`src/rtl/tmc_pkg.sv`:
```
`timescale 1ns/1ps
package tmc_pkg;

    localparam int INSTR_W  = 16;
    localparam int RSEL_W   = 4;
    localparam int RF_DEPTH = 1 << RSEL_W;

    localparam logic [3:0] OPC_LDD = 4'b0000;
    localparam logic [3:0] OPC_STD = 4'b0001;
    localparam logic [3:0] OPC_STI = 4'b0010;
    localparam logic [3:0] OPC_LDI = 4'b0011;
    localparam logic [3:0] OPC_ADD = 4'b0100;
    localparam logic [3:0] OPC_SUB = 4'b0101;
    localparam logic [3:0] OPC_JZ  = 4'b0110;

    typedef enum logic [1:0] {
        AMUX_REG = 2'b00,
        AMUX_DIR = 2'b01,
        AMUX_PC  = 2'b10
    } amux_e;

    typedef enum logic [1:0] {
        WMUX_ALU = 2'b00,
        WMUX_MEM = 2'b01,
        WMUX_IMM = 2'b10
    } wmux_e;

    typedef enum logic [1:0] {
        ALU_ADD = 2'b00,
        ALU_SUB = 2'b01
    } alu_op_e;

    typedef enum logic [3:0] {
        ST_RESET, ST_FETCH, ST_FWAIT, ST_DECODE,
        ST_LDD, ST_LDW, ST_STD, ST_STI,
        ST_LDI, ST_ADD, ST_SUB, ST_JZ
    } state_e;

    typedef struct packed {
        logic              pc_clr;
        logic              pc_inc;
        logic              pc_ld;
        logic              ir_ld;
        amux_e             asel;
        logic              mre;
        logic              mwe;
        logic [RSEL_W-1:0] wa;
        logic              we;
        wmux_e             wsel;
        logic [RSEL_W-1:0] ra1;
        logic              re1;
        logic [RSEL_W-1:0] ra2;
        logic              re2;
        alu_op_e           aop;
    } ctrl_t;

    function automatic logic [3:0] f_opc(input logic [INSTR_W-1:4] f);
        return f[15:12];
    endfunction

    function automatic logic [RSEL_W-1:0] f_rn(input logic [INSTR_W-1:4] f);
        return f[11:8];
    endfunction

    function automatic logic [RSEL_W-1:0] f_rm(input logic [INSTR_W-1:4] f);
        return f[7:4];
    endfunction

endpackage

```
`src/rtl/tmc_alu.sv`:
```
`timescale 1ns/1ps
module tmc_alu
    import tmc_pkg::*;
#(
    parameter int DATA_W = 16
) (
    input  logic [DATA_W-1:0] a,
    input  logic [DATA_W-1:0] b,
    input  alu_op_e           op,
    output logic [DATA_W-1:0] y,
    output logic              zero
);

    always_comb begin
        unique case (op)
            ALU_ADD: y = a + b;
            ALU_SUB: y = a - b;
            default: y = a;
        endcase
    end

    assign zero = (y == '0);

endmodule

```
`src/rtl/tmc_rf.sv`:
```
`timescale 1ns/1ps
module tmc_rf
    import tmc_pkg::*;
#(
    parameter int DATA_W = 16
) (
    input  logic              clk,
    input  logic              we,
    input  logic [RSEL_W-1:0] wa,
    input  logic [DATA_W-1:0] wd,
    input  logic              re1,
    input  logic [RSEL_W-1:0] ra1,
    output logic [DATA_W-1:0] rd1,
    input  logic              re2,
    input  logic [RSEL_W-1:0] ra2,
    output logic [DATA_W-1:0] rd2
);

    localparam int NPORT = 2;

    logic [DATA_W-1:0] regs [RF_DEPTH];
    logic              rev  [NPORT];
    logic [RSEL_W-1:0] rav  [NPORT];
    logic [DATA_W-1:0] rdv  [NPORT];

    always_ff @(posedge clk) begin
        if (we) regs[wa] <= wd;
    end

    assign rev[0] = re1;
    assign rev[1] = re2;
    assign rav[0] = ra1;
    assign rav[1] = ra2;

    for (genvar p = 0; p < NPORT; p++) begin : g_rd
        assign rdv[p] = rev[p] ? regs[rav[p]] : '0;
    end

    assign rd1 = rdv[0];
    assign rd2 = rdv[1];

endmodule

```
`src/rtl/tmc_ctrl.sv`:
```
`timescale 1ns/1ps
module tmc_ctrl
    import tmc_pkg::*;
(
    input  logic               clk,
    input  logic               rst,
    input  logic [INSTR_W-1:4] ifield,
    input  logic               alu_zero,
    output ctrl_t              ctl,
    output state_e             state
);

    state_e nxt;
    logic [3:0]        opc;
    logic [RSEL_W-1:0] rn, rm;

    assign opc = f_opc(ifield);
    assign rn  = f_rn(ifield);
    assign rm  = f_rm(ifield);

    always_ff @(posedge clk) begin
        if (rst) state <= ST_RESET;
        else     state <= nxt;
    end

    always_comb begin
        ctl = '0;
        nxt = state;
        unique case (state)
            ST_RESET: begin
                ctl.pc_clr = 1'b1;
                nxt = ST_FETCH;
            end
            ST_FETCH: begin
                ctl.asel = AMUX_PC;
                ctl.mre  = 1'b1;
                nxt = ST_FWAIT;
            end
            ST_FWAIT: begin
                ctl.ir_ld  = 1'b1;
                ctl.pc_inc = 1'b1;
                nxt = ST_DECODE;
            end
            ST_DECODE: begin
                unique case (opc)
                    OPC_LDD: nxt = ST_LDD;
                    OPC_STD: nxt = ST_STD;
                    OPC_STI: nxt = ST_STI;
                    OPC_LDI: nxt = ST_LDI;
                    OPC_ADD: nxt = ST_ADD;
                    OPC_SUB: nxt = ST_SUB;
                    OPC_JZ:  nxt = ST_JZ;
                    default: nxt = ST_FETCH;
                endcase
            end
            ST_LDD: begin
                ctl.asel = AMUX_DIR;
                ctl.mre  = 1'b1;
                nxt = ST_LDW;
            end
            ST_LDW: begin
                ctl.wa   = rn;
                ctl.we   = 1'b1;
                ctl.wsel = WMUX_MEM;
                nxt = ST_FETCH;
            end
            ST_STD: begin
                ctl.asel = AMUX_DIR;
                ctl.ra2  = rn;
                ctl.re2  = 1'b1;
                ctl.mwe  = 1'b1;
                nxt = ST_FETCH;
            end
            ST_STI: begin
                ctl.asel = AMUX_REG;
                ctl.ra1  = rn;
                ctl.re1  = 1'b1;
                ctl.ra2  = rm;
                ctl.re2  = 1'b1;
                ctl.mwe  = 1'b1;
                nxt = ST_FETCH;
            end
            ST_LDI: begin
                ctl.wa   = rn;
                ctl.we   = 1'b1;
                ctl.wsel = WMUX_IMM;
                nxt = ST_FETCH;
            end
            ST_ADD, ST_SUB: begin
                ctl.wa   = rn;
                ctl.we   = 1'b1;
                ctl.wsel = WMUX_ALU;
                ctl.ra1  = rn;
                ctl.re1  = 1'b1;
                ctl.ra2  = rm;
                ctl.re2  = 1'b1;
                ctl.aop  = (state == ST_SUB) ? ALU_SUB : ALU_ADD;
                nxt = ST_FETCH;
            end
            ST_JZ: begin
                ctl.ra1   = rn;
                ctl.re1   = 1'b1;
                ctl.aop   = ALU_ADD;
                ctl.pc_ld = alu_zero;
                nxt = ST_FETCH;
            end
            default: nxt = ST_RESET;
        endcase
    end

endmodule

```
`src/rtl/tmc_core.sv`:
```
`timescale 1ns/1ps
module tmc_core
    import tmc_pkg::*;
#(
    parameter int DATA_W = 16,
    parameter int ADDR_W = 8
) (
    input  logic              clk,
    input  logic              rst,
    output logic [ADDR_W-1:0] mem_addr,
    output logic              mem_rd_en,
    output logic              mem_wr_en,
    output logic [DATA_W-1:0] mem_wdata,
    input  logic [DATA_W-1:0] mem_rdata
);

    localparam logic [ADDR_W-1:0] PC_ONE = ADDR_W'(1);

    ctrl_t              ctl;
    state_e             state;
    logic [ADDR_W-1:0]  pc_q;
    logic [INSTR_W-1:0] ir_q;
    logic [DATA_W-1:0]  rd1, rd2, alu_y, wd;
    logic               alu_z;
    logic [ADDR_W-1:0]  rel_ext;

    tmc_ctrl u_ctrl (
        .clk      (clk),
        .rst      (rst),
        .ifield   (ir_q[INSTR_W-1:4]),
        .alu_zero (alu_z),
        .ctl      (ctl),
        .state    (state)
    );

    tmc_rf #(.DATA_W(DATA_W)) u_rf (
        .clk (clk),
        .we  (ctl.we),
        .wa  (ctl.wa),
        .wd  (wd),
        .re1 (ctl.re1),
        .ra1 (ctl.ra1),
        .rd1 (rd1),
        .re2 (ctl.re2),
        .ra2 (ctl.ra2),
        .rd2 (rd2)
    );

    tmc_alu #(.DATA_W(DATA_W)) u_alu (
        .a    (rd1),
        .b    (rd2),
        .op   (ctl.aop),
        .y    (alu_y),
        .zero (alu_z)
    );

    assign rel_ext = ADDR_W'($signed(ir_q[7:0]));

    always_ff @(posedge clk) begin
        if (rst)             pc_q <= '0;
        else if (ctl.pc_clr) pc_q <= '0;
        else if (ctl.pc_ld)  pc_q <= pc_q + rel_ext;
        else if (ctl.pc_inc) pc_q <= pc_q + PC_ONE;
    end

    always_ff @(posedge clk) begin
        if (rst)            ir_q <= '0;
        else if (ctl.ir_ld) ir_q <= mem_rdata[INSTR_W-1:0];
    end

    always_comb begin
        unique case (ctl.asel)
            AMUX_REG: mem_addr = ADDR_W'(rd1);
            AMUX_DIR: mem_addr = ADDR_W'(ir_q[7:0]);
            default:  mem_addr = pc_q;
        endcase
    end

    always_comb begin
        unique case (ctl.wsel)
            WMUX_MEM: wd = mem_rdata;
            WMUX_IMM: wd = DATA_W'(ir_q[7:0]);
            default:  wd = alu_y;
        endcase
    end

    assign mem_rd_en = ctl.mre;
    assign mem_wr_en = ctl.mwe;
    assign mem_wdata = rd2;

endmodule

```
`config.mk`:
```
export PLATFORM = sky130hd
export DESIGN_NAME = tmc_core
export DESIGN_NICKNAME = d
export VERILOG_FILES = /design/src/rtl/tmc_pkg.sv /design/src/rtl/tmc_alu.sv /design/src/rtl/tmc_rf.sv /design/src/rtl/tmc_ctrl.sv /design/src/rtl/tmc_core.sv
export SDC_FILE = /design/constraint.sdc
export NUM_CORES = 1
export LEC_CHECK = 0
export ABC_AREA = 1
export CAP_MARGIN = 20
export CORE_MARGIN = 1.5
export CORE_UTILIZATION = 45
export DETAILED_ROUTE_END_ITERATION = 10
export GPL_TIMING_DRIVEN = 0
export PLACE_DENSITY = 0.66
export SLEW_MARGIN = 15
export SYNTH_ARGS = -nofsm -noshare
export SYNTH_HDL_FRONTEND = slang
export SYNTH_SLANG_ARGS = --single-unit
```
`constraint.sdc`:
```
create_clock -name clk -period 6.6 [get_ports clk]
set_input_delay 0.99 -clock clk [delete_from_list [all_inputs] [get_ports clk]]
set_output_delay 0.99 -clock clk [all_outputs]
set_load 0.005 [all_outputs]
```
==> metrics.txt <==
Slowest cell on crit path dfxtp_2; Reg clk slew, reported paths ~0.06 ns; insertion delay of the later-clocked pin in the worst-skew pair roughly 0.56 ns; headroom to the max-slew limit 29.4%; Diodes inserted 0; global-route wire length before repair a little over 90000 µm; post-synth top area cell edfxtp_1; Max-Cap Viols 0; DP Cell Count 2334; core area 34500 µm²; Post-DRT Antenna Nets 0; worst slew pin tran ~1.1 ns; Nets between 2000 and 2500; Reg2Reg Depth 35; Synthesis Warnings 0; Worst VDD drop 200 µV; area occupied by multi-input gates 7330 µm²; hold path cells 2; post-synthesis register bit count ~280; post-synth top area share 48.7%; largest net degree at the start of global routing 17; Post-Synthesis Cell Area between 15000 and 20000 µm²; Reg-to-Reg Start ir_q[11]$_SDFFE_PP0P_; gpl congestion ~1.0; std cell rows 68; CTS Hold Bufs 0; Final Hold Slack 0.471 ns; initial DRC count 2424; Max H-tree Level 2; status completed; Post-Route WL 64900 µm; total gr overflow 0; Layout area overhead 23.0%; CTS sink cnt 284; initial core utilization 45.7%; placed inst area between 15000 and 20000 µm²; fmax 155 MHz; Vias 15775; syn nets 1864; Ports 44; routed vias/inst 6.45; Power per Cell Area around 250 nW/µm²; hold worst-path end ir_q[14]$_SDFFE_PP0P_; drc violations 0; flop2flop setup slack ~0.16 ns; Post-Syn Instances 1819; synth top area cells edfxtp_1 49%, nand3_1 13%, nand2_1 11%, dfxtp_1 3.6%, a21oi_1 3.0%; WL per Instance roughly 27 µm; clock tree from TritonCTS yes; port bufs 43; register area 8260 µm²; crit path max fanout 9; max-slew violations 0; Post-Layout Inst Area 19400 µm²; Num CTS Buffers 34; Static Leak about 0.0075 µW; final non-filler cell total 2446; Final Util 56.2%; final setup fails 0; share of layout cells above drive strength 1 17.1%; GRT Total Usage about a third; initial antenna violation count 0; Hold Crit Start ir_q[14]$_SDFFE_PP0P_; Yosys cell types 50; CTS root buffer clkbuf_16; final worst-path cycle share a little over nine tenths; Hold Fails Final Rpt 0; Fillers 3042; CP endpoint kind register; sequential area share after synthesis between 50% and 60%; post-DP HPWL ~43000 µm; syn_area_per_cell 8.68 µm²; Max Buffers Root-to-Sink 3; vias in the first global route 14713; Hold Crit Class register to register; worst clock skew 0.0255 ns; Die X-Extent 190 µm; CP Class register to register; crit-path most repeated cell nor2_1; Worst R2R End pc_q[7]$_SDFFE_PP0P_; Die H around 190 µm; full die area 36200 µm²; critical path arrival 6.88 ns; fin crit period 6.44 ns; CP Launch Type register; WP data required 7.04 ns; CP max stage delay 0.56 ns; drt first pass iters 6
## what timing repair did
action | 4_1_cts | 5_1_grt
endpoints found under the setup margin | 24 | 5
pin swaps | 7 | 58
hold endpoints to repair | 0 | 0
buffers inserted | 15 | 35
cloned | 0 | 2
gates resized for setup | 105 | 183
## synth_stat cells (all sizes together)
| library cell | n |
|---|---|
| nor3 | 13 |
| a311o | 1 |
| dfxtp | 28 |
| xnor2 | 7 |
| nand3 | 423 |
| o22ai | 2 |
| nand4 | 7 |
| a21oi | 96 |
| a21boi | 1 |
| o211ai | 9 |
| a221oi | 27 |
| buf | 54 |
| xor2 | 22 |
| nand2 | 483 |
| o31ai | 7 |
| edfxtp | 256 |
| and3 | 2 |
| a221o | 1 |
| nor3b | 1 |
| fa | 2 |
| o311ai | 1 |
| nor2 | 80 |
| a31o | 1 |
| clkbuf | 60 |
| a22oi | 3 |
| inv | 107 |
| o221ai | 7 |
| a31oi | 14 |
| a311oi | 18 |
| ha | 25 |
| and2 | 1 |
| a21o | 1 |
| clkinv | 1 |
| o21ai | 56 |
| o21bai | 1 |
| o2111a | 1 |
## worst max-delay path, delay by kind of cell (launching register included)
family / cells / cell delay [ns]
adders and majority gates: 3 / 0.83
DFF: 1 / 0.56
AOI/OAI and AO/OA: 9 / 1.87
and+or+nand+nor: 17 / 2.03
buffers and inverters: 4 / 0.60
xor gates and xnor gates: 2 / 0.41
## registers in the layout (all words and copies together) (netlist names)
register      count
ir_q             16
pc_q              8
u_ctrl.state      4
u_rf.regs       256
## final cells by class
type	instances	area share (%)
clock buffer	39	4.58
tap	455	2.93
clock inverter	22	0.838
multi-input combinational	1314	37.8
sequential	284	42.6
inverter	108	2.27
timing repair buffer	112	5.36
buffer	112	3.71
## stage by stage
step	power [µW]	setup TNS [ns]	setup WS (ns)
after floorplan	2660	0	0.741
after global placement	2930	-91.98	-1.32
after detailed placement	2990	-7.07	-1.35
after CTS	4780	0	0.00491
after global routing	4970	-0.133	-0.133
final	4880	0	0.159
## layer usage
metal	vias up	GRT usage, %	routed length (µm)
met5	-	0	0
met4	0	22.0	4500
met3	318	9.11	9480
met2	1430	53.0	28000
met1	7284	44.8	23000
li1	6743	-	-
## layout by cell type (no fill, tap or decap), types with 20 or more instances in the layout
cell,Yosys,layout
o21ai_1,10,22
inv_1,96,93
o21ai_0,45,28
buf_4,4,69
edfxtp_1,256,256
a221oi_1,27,26
clkdlybuf4s50_1,0,43
a21oi_1,95,85
dfxtp_1,28,21
buf_2,29,23
nand3_1,420,410
nor2_1,78,51
nor2_4,1,22
clkbuf_1,60,28
nand2_1,475,462
xor2_1,22,20
clkbuf_16,0,35
## cell families after synthesis
kind of cell / after synthesis / synth area share (%)
buffers and inverters: 222 / 5.80
and+or+nand+nor: 1010 / 28.1
xor gates and xnor gates: 29 / 1.61
adders and majority gates: 27 / 2.24
DFF: 284 / 52.3
AOI/OAI and AO/OA: 247 / 9.97
## power breakdown
part / internal [µW] / switching (µW) / leakage (µW) / total (µW)
Clock: 1020 / 796 / 0.000504 / 1810
Combinational: 226 / 612 / 0.00447 / 838
Sequential: 2200 / 28.7 / 0.00257 / 2230
Total: 3440 / 1440 / 0.00754 / 4880
## worst max path at each step
stage | startpoint | end | depth (start not counted)
6_report | ir_q[11]$_SDFFE_PP0P_ | pc_q[7]$_SDFFE_PP0P_ | 35
5_1_grt | u_ctrl.state[1]$_SDFF_PP0_ | pc_q[7]$_SDFFE_PP0P_ | 44
4_1_cts | u_ctrl.state[1]$_SDFF_PP0_ | pc_q[7]$_SDFFE_PP0P_ | 38
3_5_place_dp | u_ctrl.state[3]$_SDFF_PP0_ | pc_q[7]$_SDFFE_PP0P_ | 40
3_3_place_gp | u_ctrl.state[3]$_SDFF_PP0_ | pc_q[7]$_SDFFE_PP0P_ | 39
2_1_floorplan | u_ctrl.state[1]$_SDFF_PP0_ | pc_q[7]$_SDFFE_PP0P_ | 41
Power figures use the tool's default switching activity.
